**src/rtl/tbp_pkg.sv**
```systemverilog
package tbp_pkg;
  typedef enum logic [1:0] {
    ST_IDLE = 2'd0,
    ST_GAP  = 2'd1,
    ST_REQ  = 2'd2,
    ST_RSP  = 2'd3
  } tbp_state_e;
endpackage

```
**src/rtl/tbp_gap_timer.sv**
```systemverilog
module tbp_gap_timer #(
  parameter int GW = 4
) (
  input  logic          clk,
  input  logic          rst_n,
  input  logic          load,
  input  logic [GW-1:0] load_val,
  output logic          expired
);
  logic [GW-1:0] cnt_q;

  always_ff @(posedge clk or negedge rst_n) begin
    if (!rst_n)              cnt_q <= '0;
    else if (load)           cnt_q <= load_val;
    else if (cnt_q != '0)    cnt_q <= cnt_q - 1'b1;
  end

  assign expired = (cnt_q == '0);
endmodule

```
**src/rtl/tbp_toggle_eval.sv**
```systemverilog
module tbp_toggle_eval #(
  parameter int DW       = 8,
  parameter int BIT_TOG  = 6,
  parameter int BIT_SEL  = 2,
  parameter int BIT_LIM  = 5
) (
  input  logic          clk,
  input  logic          rst_n,
  input  logic          capture,
  input  logic [DW-1:0] sample,
  output logic          tog_main,
  output logic          tog_sel,
  output logic          lim_bit
);
  localparam int NB = 2;
  logic [NB-1:0] first_q;
  logic [NB-1:0] now_bits;

  assign now_bits = {sample[BIT_TOG], sample[BIT_SEL]};

  always_ff @(posedge clk or negedge rst_n) begin
    if (!rst_n)       first_q <= '0;
    else if (capture) first_q <= now_bits;
  end

  assign tog_main = first_q[1] ^ now_bits[1];
  assign tog_sel  = first_q[0] ^ now_bits[0];
  assign lim_bit  = sample[BIT_LIM];
endmodule

```
**src/rtl/tbp_poll_fsm.sv**
```systemverilog
module tbp_poll_fsm
  import tbp_pkg::*;
#(
  parameter int CW = 16
) (
  input  logic          clk,
  input  logic          rst_n,
  input  logic          start,
  input  logic [CW-1:0] max_q,
  input  logic          gap_done,
  input  logic          req_ready,
  input  logic          rsp_valid,
  input  logic          tog_main,
  input  logic          tog_sel,
  input  logic          lim_bit,
  output logic          start_acc,
  output logic          rsp_hs,
  output logic          first_hs,
  output logic          req_valid,
  output logic          rsp_ready,
  output logic          busy,
  output logic          done,
  output logic          failed,
  output logic          timed_out,
  output logic          suspended,
  output logic          sector_erasing
);
  tbp_state_e    state_q;
  logic          second_q;
  logic          recheck_q;
  logic [CW-1:0] polls_q;
  logic [CW:0]   polls_next;

  assign busy       = (state_q != ST_IDLE);
  assign req_valid  = (state_q == ST_REQ);
  assign rsp_ready  = (state_q == ST_RSP);
  assign start_acc  = start && (state_q == ST_IDLE);
  assign rsp_hs     = rsp_ready && rsp_valid;
  assign first_hs   = rsp_hs && !second_q;
  assign polls_next = {1'b0, polls_q} + 1'b1;

  always_ff @(posedge clk or negedge rst_n) begin
    if (!rst_n) begin
      state_q        <= ST_IDLE;
      second_q       <= 1'b0;
      recheck_q      <= 1'b0;
      polls_q        <= '0;
      done           <= 1'b0;
      failed         <= 1'b0;
      timed_out      <= 1'b0;
      suspended      <= 1'b0;
      sector_erasing <= 1'b0;
    end else begin
      case (state_q)
        ST_IDLE: if (start) begin
          state_q        <= ST_GAP;
          second_q       <= 1'b0;
          recheck_q      <= 1'b0;
          polls_q        <= '0;
          done           <= 1'b0;
          failed         <= 1'b0;
          timed_out      <= 1'b0;
          suspended      <= 1'b0;
          sector_erasing <= 1'b0;
        end
        ST_GAP: if (gap_done) state_q <= ST_REQ;
        ST_REQ: if (req_ready) state_q <= ST_RSP;
        ST_RSP: if (rsp_valid) begin
          if (!second_q) begin
            second_q <= 1'b1;
            state_q  <= ST_GAP;
          end else begin
            second_q       <= 1'b0;
            sector_erasing <= tog_main & tog_sel;
            if (!tog_main) begin
              state_q <= ST_IDLE;
              if (tog_sel) suspended <= 1'b1;
              else         done      <= 1'b1;
            end else if (recheck_q) begin
              state_q <= ST_IDLE;
              failed  <= 1'b1;
            end else if (lim_bit) begin
              recheck_q <= 1'b1;
              state_q   <= ST_GAP;
            end else if (polls_next >= {1'b0, max_q}) begin
              state_q   <= ST_IDLE;
              timed_out <= 1'b1;
            end else begin
              polls_q <= polls_next[CW-1:0];
              state_q <= ST_GAP;
            end
          end
        end
        default: state_q <= ST_IDLE;
      endcase
    end
  end
endmodule

```
**src/rtl/tbp_toggle_poller.sv**
```systemverilog
module tbp_toggle_poller #(
  parameter int AW      = 20,
  parameter int DW      = 8,
  parameter int GW      = 4,
  parameter int CW      = 16,
  parameter int BIT_TOG = 6,
  parameter int BIT_SEL = 2,
  parameter int BIT_LIM = 5
) (
  input  logic          clk,
  input  logic          rst_n,
  input  logic          start,
  input  logic [AW-1:0] target_addr,
  input  logic [GW-1:0] gap_cycles,
  input  logic [CW-1:0] max_polls,
  output logic          rd_req_valid,
  input  logic          rd_req_ready,
  output logic [AW-1:0] rd_req_addr,
  input  logic          rsp_valid,
  output logic          rsp_ready,
  input  logic [DW-1:0] rsp_data,
  output logic          busy,
  output logic          done,
  output logic          failed,
  output logic          timed_out,
  output logic          suspended,
  output logic          sector_erasing
);
  logic [AW-1:0] addr_q;
  logic [GW-1:0] gap_q;
  logic [CW-1:0] max_q;
  logic          start_acc, rsp_hs, first_hs, gap_done;
  logic          tog_main, tog_sel, lim_bit;
  logic          tmr_load;
  logic [GW-1:0] tmr_val;

  always_ff @(posedge clk or negedge rst_n) begin
    if (!rst_n) begin
      addr_q <= '0;
      gap_q  <= '0;
      max_q  <= '0;
    end else if (start_acc) begin
      addr_q <= target_addr;
      gap_q  <= gap_cycles;
      max_q  <= max_polls;
    end
  end

  assign rd_req_addr = addr_q;
  assign tmr_load    = start_acc | rsp_hs;
  assign tmr_val     = start_acc ? '0 : gap_q;

  tbp_gap_timer #(.GW(GW)) u_gap (
    .clk(clk), .rst_n(rst_n), .load(tmr_load), .load_val(tmr_val),
    .expired(gap_done)
  );

  tbp_toggle_eval #(
    .DW(DW), .BIT_TOG(BIT_TOG), .BIT_SEL(BIT_SEL), .BIT_LIM(BIT_LIM)
  ) u_eval (
    .clk(clk), .rst_n(rst_n), .capture(first_hs), .sample(rsp_data),
    .tog_main(tog_main), .tog_sel(tog_sel), .lim_bit(lim_bit)
  );

  tbp_poll_fsm #(.CW(CW)) u_fsm (
    .clk(clk), .rst_n(rst_n), .start(start), .max_q(max_q),
    .gap_done(gap_done), .req_ready(rd_req_ready), .rsp_valid(rsp_valid),
    .tog_main(tog_main), .tog_sel(tog_sel), .lim_bit(lim_bit),
    .start_acc(start_acc), .rsp_hs(rsp_hs), .first_hs(first_hs),
    .req_valid(rd_req_valid), .rsp_ready(rsp_ready), .busy(busy),
    .done(done), .failed(failed), .timed_out(timed_out),
    .suspended(suspended), .sector_erasing(sector_erasing)
  );
endmodule

```
**config.mk**
```make
export PLATFORM = sky130hd
export DESIGN_NAME = tbp_toggle_poller
export DESIGN_NICKNAME = d
export VERILOG_FILES = /design/src/rtl/tbp_pkg.sv /design/src/rtl/tbp_gap_timer.sv /design/src/rtl/tbp_toggle_eval.sv /design/src/rtl/tbp_poll_fsm.sv /design/src/rtl/tbp_toggle_poller.sv
export SDC_FILE = /design/constraint.sdc
export NUM_CORES = 1
export LEC_CHECK = 0
export BUFFER_PORTS_ARGS = -buffer_cell sky130_fd_sc_hd__buf_4
export CORE_MARGIN = 8
export CORE_UTILIZATION = 34
export DETAILED_ROUTE_END_ITERATION = 10
export PLACE_DENSITY = 0.65
export SYNTH_ARGS = -nofsm -noshare
export SYNTH_HDL_FRONTEND = slang
export SYNTH_SLANG_ARGS = --single-unit
export TNS_END_PERCENT = 20
```
**constraint.sdc**
```tcl
create_clock -name clk -period 4.2 [get_ports clk]
set_clock_uncertainty 0.1 [all_clocks]
set_input_delay 0.42 -clock clk [delete_from_list [all_inputs] [get_ports clk]]
set_output_delay 0.42 -clock clk [all_outputs]
set_load 0.05 [all_outputs]
```
==> impl_metrics.json, run 1 <==
{
  "syn_inst": 364,
  "coreArea_sq_mm": 0.0108,
  "setup_viol": 0,
  "crit_chain": "nand4_1 -> or2_1 -> or4_4 -> and2_2 -> or2_2 -> ha_1 -> nand4_1 -> nor4_1 -> and4_2 -> nor3_4 -> buf_4 -> a32o_1",
  "synthArstFlopShare": 1.00,
  "ctsHoldBuffers": 0,
  "start_util": 0.347,
  "grt_pass1_vias": 3240,
  "critPathBufInv": 1,
  "clk_pin_slew_ns": 0.07,
  "ys_seq_elements": 71,
  "vias": 2939,
  "critPathMaxStageDelay_ns": 0.58,
  "status": "completed",
  "cts_buffers": 9,
  "yosysWarnings": 0,
  "synth.largest_area_cell": "dfrtp_1",
  "syn_area_sq_mm": 0.00376,
  "crit_fanout": 11,
  "track_usage": 0.126,
  "reg2reg_to": "u_fsm.polls_q[13]",
  "design_power_total_mw": 3.22,
  "synthTopCellsByCount": "dfrtp_1 (71), nand2_1 (34), inv_1 (31), mux2_2 (27), nor2_1 (25)",
  "r2r_start": "u_fsm.polls_q[0]",
  "antennaDiodeCount": 0,
  "power.density_mw_per_mm2": 693,
  "worst_slew_pin_slew_ns": 1.02,
  "critPathArrivalTime_ns": 4.03,
  "crit_slowest_cell": "or4_4",
  "drtIter0Drc": 108,
  "avgViaCountPerCell": 5.02,
  "antenna_found_initial": 0,
  "fp.dieW_um": 121,
  "wl_um": 8720,
  "hold_class": "in -> async",
  "syn-num-nets": 439,
  "postRouteAntennaNets": 0,
  "ys_types": 54,
  "synth_seq_area_share": 0.473,
  "grt_max_degree": 72,
  "layout-drive-gt1-share": 0.310,
  "cts_tree": "built",
  "slew_headroom": 0.323,
  "grt_pass1_wl_um": 15100,
  "clk_latency_ns": 0.34,
  "place.gp.congestion": 0.795,
  "fin_util": 0.429,
  "ctsHtreeMaxLevel": 3,
  "fmax_mhz": 256,
  "grt-ovfl-total": 0,
  "maxCapViolCount": 0,
  "critPathRequiredTime_ns": 4.32,
  "finalMaxSlewViolations": 0,
  "synth_edf_count": 0,
  "vdd_drop_max_mv": 0.424,
  "die_h_um": 121,
  "avgSynthCellArea_sq_um": 10.3,
  "worst_path_most_repeated_cell": "nand4_1",
  "cts_max_path_buffers": 2,
  "synthTopCellsByArea": "dfrtp_1 (47%), mux2_2 (8.1%), ha_1 (7.3%), nand2_1 (3.4%), o21ai_0 (3.2%)",
  "dieArea_sq_mm": 0.0147,
  "leakagePower_nw": 2.18,
  "post-route-period-util": 0.931,
  "finish.instance_area_sq_mm": 0.00465,
  "syn2layout_area_growth_pct": 23.6,
  "rsz0062_at_grt": "no",
  "clock-root-buffer": "clkbuf_8",
  "ios": 81,
  "r2r_slack_ns": 0.29,
  "dpl-instance-area_sq_mm": 0.00445,
  "rows": 38,
  "yosysTopAreaCellShare": 0.473,
  "hold_viol": 0,
  "port_buffers": 75,
  "cts_resized": 0,
  "critical-path-top-delay-family": "simple AND/OR/NAND/NOR gates",
  "finalNetCount": 515,
  "dp.final_hpwl_um": 6430,
  "setup.worst_path.start_class": "flop",
  "drt-wirelength-per-cell_um": 14.9,
  "route.detailed.drc": 0,
  "worst-setup-path-type": "reg -> reg",
  "cts_sinks": 71,
  "synth_top_flop_cell": "dfrtp_1",
  "cts_setup_buffers": 0,
  "r2r_cells": 12,
  "first_pass_iters": 5,
  "yosysMostFrequentCell": "dfrtp_1",
  "min_period_ns": 3.91,
  "endpoint_kind": "flop",
  "setup_tns_ns": 0
}
[power by group]
group          internal, mW  switching (mW)  total, mW
registers             0.946           0.143       1.09
clock network         0.288           0.251      0.540
logic                 0.581            1.01       1.59
total                  1.81            1.41       3.22
[cell type report]
class / instances / area (sq um)
repair buffers: 78 / 586
clock buffers: 12 / 145
fillers: 1076 / 6190
multi-input cells: 249 / 1800
clock inverters: 4 / 45.0
flip-flops and latches: 71 / 1780
inverters: 31 / 116
well taps: 140 / 175
[registers in the layout (all words and copies together), names as in the netlist]
register,cells
u_fsm.failed,1
u_gap.cnt_q,4
u_fsm.second_q,1
gap_q,4
u_fsm.state_q,2
max_q,16
u_fsm.timed_out,1
u_fsm.done,1
u_fsm.recheck_q,1
u_fsm.polls_q,16
u_fsm.sector_erasing,1
u_eval.first_q,2
rd_req_addr,20
u_fsm.suspended,1
[logic make-up after synthesis]
group                      after synthesis  synth area share
xor gates and xnor gates                13            0.0303
AOI/OAI and AO/OA                       73             0.135
and+or+nand+nor                        112             0.152
DFF                                     71             0.473
adders and majority gates               22            0.0732
buffers and inverters                   44            0.0506
muxes                                   29            0.0862
[how the worst max path moves through the flow]
stage                     cells past startpoint  slack (ns)                 to              from
after floorplan                              13        0.61   u_fsm.polls_q[5]  u_fsm.polls_q[3]
after global placement                       13        0.26   u_fsm.polls_q[9]  u_fsm.polls_q[0]
after detailed placement                     12        0.18  u_fsm.polls_q[11]  u_fsm.polls_q[0]
after CTS                                    13        0.16   u_fsm.polls_q[5]  u_fsm.polls_q[0]
after global routing                         14        0.05  u_fsm.polls_q[10]  u_fsm.polls_q[0]
final                                        12        0.29  u_fsm.polls_q[13]  u_fsm.polls_q[0]
[through the flow]
stage,setup WS [ns],cells,hold WS [ns]
after CTS,0.161,585,0.148
after detailed placement,0.179,569,0.387
after floorplan,0.609,364,0.0244
after global placement,0.263,569,0.386
final,0.290,585,0.107
after global routing,0.0506,585,0.162
[metal layers]
| metal | track usage | routed length [um] | vias to the layer above |
|---|---|---|---|
| li1 | - | - | 1426 |
| met1 | 0.150 | 3990 | 1439 |
| met2 | 0.212 | 4150 | 72 |
| met3 | 0.0414 | 526 | 2 |
| met4 | 0.0339 | 46 | 0 |
| met5 | 0 | 0 | - |
[cells in the final DEF (no fill, tap or decap), types with 2 or more instances in the layout]
master,synthesis,layout
a211oi_1,4,4
a21oi_1,14,14
a32o_1,8,8
and2_2,1,2
and3_1,3,3
buf_4,0,78
clkbuf_1,5,2
clkbuf_8,0,10
clkinv_2,0,3
dfrtp_1,71,71
ha_1,22,22
inv_1,31,31
mux2_2,27,27
mux2i_1,2,2
nand2_1,34,34
nand2b_1,5,5
nand3_1,8,8
nand3b_1,2,2
nand4_1,6,6
nor2_1,25,25
nor3_1,7,6
o211ai_1,6,6
o21ai_0,24,24
o221ai_1,2,2
or2_2,5,5
or3_1,2,2
or4_4,2,2
xnor2_1,7,7
xor2_1,6,6
No activity file was read; power rests on OpenSTA's default activity.
==> inputs of run 2 (changes only) <==
--- a/config.mk
+++ b/config.mk
@@ -12,2 +12,3 @@
 export PLACE_DENSITY = 0.65
+export REMOVE_ABC_BUFFERS = 1
 export SYNTH_ARGS = -nofsm -noshare
--- a/constraint.sdc
+++ b/constraint.sdc
@@ -4,2 +4,2 @@
 set_output_delay 0.42 -clock clk [all_outputs]
-set_load 0.05 [all_outputs]
+set_load 0.1 [all_outputs]
==> impl_metrics.json, run 2 (synthesis gave the netlist of run 1 again) <==
{
  "setup_slack_ns": 0.317,
  "maxCapViolCount": 0,
  "cts_max_path_buffers": 2,
  "layout_commonest_cell": "buf_4",
  "dieArea_sq_mm": 0.0147,
  "grt_pass1_vias": 3102,
  "setup.worst_path.start_class": "flop",
  "syn2layout_area_growth_pct": 24.4,
  "finalNetCount": 515,
  "fmax_mhz": 258,
  "clk_pin_slew_ns": 0.08,
  "track_usage": 0.123,
  "coreArea_sq_mm": 0.0108,
  "endpoint_kind": "flop",
  "leakagePower_nw": 2.18,
  "port_buffers": 75,
  "post-place-ws_ns": 0.194,
  "vias": 2891,
  "fp.dieW_um": 121,
  "die_h_um": 121,
  "ctsHtreeMaxLevel": 3,
  "r2r_cells": 12,
  "rows": 38,
  "place.gp.congestion": 0.803,
  "postRouteAntennaNets": 0,
  "startpoint": "u_fsm.polls_q[0]",
  "avgViaCountPerCell": 4.94,
  "layout_common_cells": "buf_4 (78), dfrtp_1 (71), nand2_1 (34)",
  "cts_buffers": 9,
  "finalMaxSlewViolations": 0,
  "setup_tns_ns": 0,
  "clk_latency_ns": 0.34,
  "endpoint": "u_fsm.polls_q[5]",
  "worst_slew_pin_slew_ns": 0.943,
  "largest_register_ffs": 20,
  "drtIter0Drc": 101,
  "layout-drive-gt1-share": 0.315,
  "rsz0062_at_grt": "no",
  "grt-ovfl-total": 0,
  "wl_um": 8530,
  "grt_max_degree": 72,
  "reg2reg_to": "u_fsm.polls_q[5]",
  "ios": 81,
  "power.density_mw_per_mm2": 805,
  "antennaDiodeCount": 0,
  "slew_headroom": 0.372,
  "grt_pass1_wl_um": 14700,
  "cts_tree": "built",
  "status": "completed",
  "hold_viol": 0,
  "r2r_slack_ns": 0.32,
  "nFillCells": 1063,
  "setup_viol": 0,
  "drt-wirelength-per-cell_um": 14.6,
  "worst-setup-path-type": "reg -> reg",
  "first_pass_iters": 4,
  "route.detailed.drc": 0,
  "min_period_ns": 3.88,
  "finalNonFillerCells": 585,
  "dpl-instance-area_sq_mm": 0.00445,
  "dp.cells": 569,
  "antenna_found_initial": 0,
  "design_power_total_mw": 3.77,
  "critPathArrivalTime_ns": 4.03,
  "vdd_drop_max_mv": 0.548,
  "crit_fanout": 8,
  "dp.final_hpwl_um": 6300,
  "r2r_start": "u_fsm.polls_q[0]",
  "start_util": 0.347,
  "finish.instance_area_sq_mm": 0.00468,
  "post-route-period-util": 0.924,
  "critPathRequiredTime_ns": 4.34,
  "clock-root-buffer": "clkbuf_8",
  "cts_sinks": 71,
  "hold_class": "in -> async"
}
-- run 2: area by class of cell --
class / count / area, sq um / share of cell area
timing repair buffer: 78 / 586 / 0.125
multi-input combinational: 249 / 1810 / 0.387
clock inverter: 6 / 85.1 / 0.0182
tap: 140 / 175 / 0.0375
sequential: 71 / 1780 / 0.380
clock buffer: 10 / 128 / 0.0273
inverter: 31 / 116 / 0.0249
-- run 2: worst max-delay path, stage by stage, from the launching register on --
cell and delay [ns]:
dfrtp_1 0.43, nand4_1 0.15, or2_1 0.31, or4_4 0.57, and2_2 0.22, or2_2 0.29
ha_1 0.29, nand4_1 0.14, nor4_2 0.37, and4_2 0.34, nor3_2 0.08, a21o_2 0.30
o221ai_1 0.20
-- run 2: how the worst min path moves through the flow --
| stage | cells after the start | endpoint | from |
|---|---|---|---|
| 6_report | 1 | max_q[6] | rst_n |
| 3_5_place_dp | 1 | u_fsm.timed_out | u_fsm.timed_out |
| 2_1_floorplan | 0 | gap_q[0] | rst_n |
| 4_1_cts | 1 | rd_req_addr[17] | rst_n |
| 5_1_grt | 3 | max_q[14] | max_polls[14] |
| 3_3_place_gp | 2 | u_fsm.sector_erasing | u_fsm.sector_erasing |
-- run 2: report_power, final --
| part | switching (mW) | internal, mW | leakage, nW | total, mW |
|---|---|---|---|---|
| sequential | 0.140 | 0.945 | 0.894 | 1.09 |
| combinational | 1.51 | 0.581 | 1.19 | 2.09 |
| clock | 0.260 | 0.333 | 0.102 | 0.592 |
| total | 1.91 | 1.86 | 2.18 | 3.77 |
-- run 2: repair_timing --
item | in CTS | in global routing
buffers inserted | 0 | 0
setup endpoints to repair | 0 | 16
hold buffers | 0 | 0
gates resized for setup | 0 | 4
-- run 2: per-stage QoR --
step | utilization | hold WS [ns]
finish | 0.431 | 0.119
global route | 0.431 | 0.172
CTS | 0.430 | 0.147
detailed placement | 0.410 | 0.387
global placement | 0.410 | 0.371
floorplan | - | 0.0244
-- run 2: routing by layer --
metal / part of all wire / global-route usage / wire length [um] / vias up
li1: - / - / - / 1425
met1: 0.44 / 0.144 / 3740 / 1375
met2: 0.47 / 0.200 / 4000 / 78
met4: 0.016 / 0.0386 / 133 / 0
met3: 0.077 / 0.0507 / 655 / 13
met5: 0 / 0 / 0 / -
==> inputs of run 3 (changes only) <==
ABC_AREA = 1   (was unset)
SKIP_CTS_REPAIR_TIMING = 1   (was unset)
==> impl_metrics.json, run 3 <==
{
  "post-route-period-util": 0.823,
  "crit_slowest_cell": "dfrtp_1",
  "cts_sinks": 71,
  "cts_buffers": 9,
  "die_h_um": 122,
  "grt_pass1_vias": 3214,
  "yosysMostFrequentCell": "nand2_1",
  "yosysTopAreaCellShare": 0.463,
  "synth_edf_count": 0,
  "r2r_slack_ns": 0.74,
  "vdd_drop_max_mv": 0.727,
  "coreArea_sq_mm": 0.0112,
  "wl_met3_um": 263,
  "clk_latency_ns": 0.33,
  "post-place-ws_ns": 0.775,
  "wl_met2_um": 4590,
  "yosysWarnings": 0,
  "critPathMaxStageDelay_ns": 0.43,
  "setup_slack_ns": 0.743,
  "worst_slew_pin_slew_ns": 0.902,
  "critPathRequiredTime_ns": 4.37,
  "layout-drive-gt1-share": 0.263,
  "syn_area_sq_mm": 0.00384,
  "grt-ovfl-total": 0,
  "synth_fa_ha_area_frac": 0.0717,
  "dp.final_hpwl_um": 6550,
  "crit_fanout": 17,
  "clk_pin_slew_ns": 0.06,
  "nFillCells": 1114,
  "largest_register_ffs": 20,
  "synth_seq_area_share": 0.463,
  "start_util": 0.342,
  "avgSynthCellArea_sq_um": 8.81,
  "antenna_found_initial": 0,
  "syn_inst": 436,
  "grt_max_degree": 72,
  "layout_commonest_cell": "nand2_1",
  "min_period_ns": 3.46,
  "rows": 39,
  "antennaDiodeCount": 0,
  "maxCapViolCount": 0,
  "synthTopCellsByArea": "dfrtp_1 (46%), nand2_1 (7.8%), mux2_2 (7.3%), ha_1 (7.2%), inv_1 (5.2%)",
  "yosys.area_share.simple": 0.224,
  "fmax_mhz": 289,
  "setup_viol": 0,
  "endpoint_kind": "flop",
  "track_usage": 0.126,
  "finalMaxSlewViolations": 0,
  "ctsHtreeMaxLevel": 3,
  "power.density_mw_per_mm2": 837,
  "wl_um": 8770,
  "slew_headroom": 0.399,
  "fp.dieW_um": 122,
  "synthTopCellsByCount": "nand2_1 (80), dfrtp_1 (71), inv_1 (53), nor2_1 (52)",
  "ios": 81,
  "drtIter0Drc": 143,
  "worst_path_most_repeated_cell": "nand2_1",
  "ys_seq_elements": 71,
  "place.gp.congestion": 0.775,
  "drt-wirelength-per-cell_um": 13.3,
  "cts_tree": "built",
  "avgViaCountPerCell": 4.67,
  "grt_pass1_wl_um": 15100,
  "setup.worst_path.start_class": "flop",
  "synthMuxAreaShare": 0.0733,
  "synth_top_family_by_area": "simple AND/OR/NAND/NOR gates",
  "critPathArrivalTime_ns": 3.62,
  "setup_tns_ns": 0,
  "leakagePower_nw": 2.58,
  "syn2layout_area_growth_pct": 26.4,
  "hold_viol": 0,
  "vias": 3082,
  "clock-root-buffer": "clkbuf_16",
  "port_buffers": 75,
  "status": "completed",
  "rsz0062_at_grt": "no",
  "met1_length_um": 3710,
  "synth.largest_area_cell": "dfrtp_1",
  "synth_xor_area_frac": 0.0319,
  "synth_top_flop_cell": "dfrtp_1",
  "layout_common_cells": "nand2_1 (79), buf_4 (77), dfrtp_1 (71)",
  "ys_types": 29,
  "first_pass_iters": 4,
  "crit_chain": "ha_1 -> nand2_1 -> nor2_4 -> nand2_2 -> nor2_1 -> nand3_1 -> xor2_1 -> inv_1 -> ha_1 -> a21oi_1 -> nor2_1 -> nor2_1 -> nand3_1 -> nor2_1 -> nand2_1 -> inv_2 -> nand2_4 -> nand2_1 -> nand2_1 -> nand2_1",
  "worst-setup-path-type": "reg -> reg",
  "dieArea_sq_mm": 0.0150,
  "route.detailed.drc": 0,
  "finalNetCount": 587,
  "postRouteAntennaNets": 0,
  "synthArstFlopShare": 1.00,
  "top_layer_used": "met4",
  "synth_compound_area_frac": 0.0625,
  "hold_class": "in -> async",
  "cts_max_path_buffers": 2
}
==> run 3: layout make-up <==
cell class | instances | area [sq um] | share of cell area
well taps | 143 | 179 | 0.0369
multi-input cells | 296 | 1780 | 0.368
clock buffers | 10 | 239 | 0.0492
clock inverters | 6 | 83.8 | 0.0173
inverters | 57 | 214 | 0.0441
flip-flops and latches | 71 | 1780 | 0.366
repair buffers | 77 | 578 | 0.119
==> run 3: final timing paths <==
path / to / cells after the start / startpoint
setup / recovery: u_fsm.polls_q[0] / 20 / u_fsm.polls_q[0]
hold / removal: max_q[5] / 1 / rst_n
setup reg to reg: u_fsm.polls_q[0] / 20 / u_fsm.polls_q[0]
hold reg to reg: gap_q[1] / 2 / gap_q[1]
max in group asynchronous: max_q[10] / 1 / rst_n
min in group clk: gap_q[1] / 3 / gap_cycles[1]
==> run 3: where the power goes <==
part | switching [mW] | internal (mW) | total [mW] | leakage, nW
registers | 0.126 | 0.946 | 1.07 | 0.868
clock network | 0.283 | 0.533 | 0.816 | 0.162
logic | 1.62 | 0.556 | 2.17 | 1.55
total | 2.03 | 2.04 | 4.06 | 2.58
==> run 3: layer usage <==
layer / track usage / up-vias
li1: - / 1566
met1: 0.146 / 1447
met2: 0.215 / 53
met3: 0.0248 / 16
met4: 0.0678 / 0
met5: 0 / -
==> run 3: cells by family after synthesis <==
logic type,after synthesis
AO/OA/AOI/OAI,44
XOR/XNOR,14
adder cells (fa/ha/maj),22
buffers and inverters,69
flip-flops,71
multiplexers,25
AND/OR/NAND/NOR,191
==> run 3: per-stage QoR <==
step	total power, mW	instance area (sq um)	utilization	cells	hold WS [ns]
after floorplan	2.77	3770	-	424	0.0244
after global placement	3.21	4530	0.404	644	0.354
after detailed placement	3.28	4530	0.404	644	0.361
after CTS	4.11	4850	0.433	660	0.159
after global routing	4.29	4850	0.433	660	0.212
final	4.06	4850	0.433	660	0.124
==> run 3: critical path: cells and delay by family (launching register included) <==
| kind | cells | cell delay [ns] |
|---|---|---|
| and+or+nand+nor | 14 | 1.61 |
| adders and majority gates | 2 | 0.52 |
| DFF | 1 | 0.43 |
| buffers and inverters | 2 | 0.34 |
| xor gates and xnor gates | 1 | 0.22 |
| AOI/OAI and AO/OA | 1 | 0.16 |
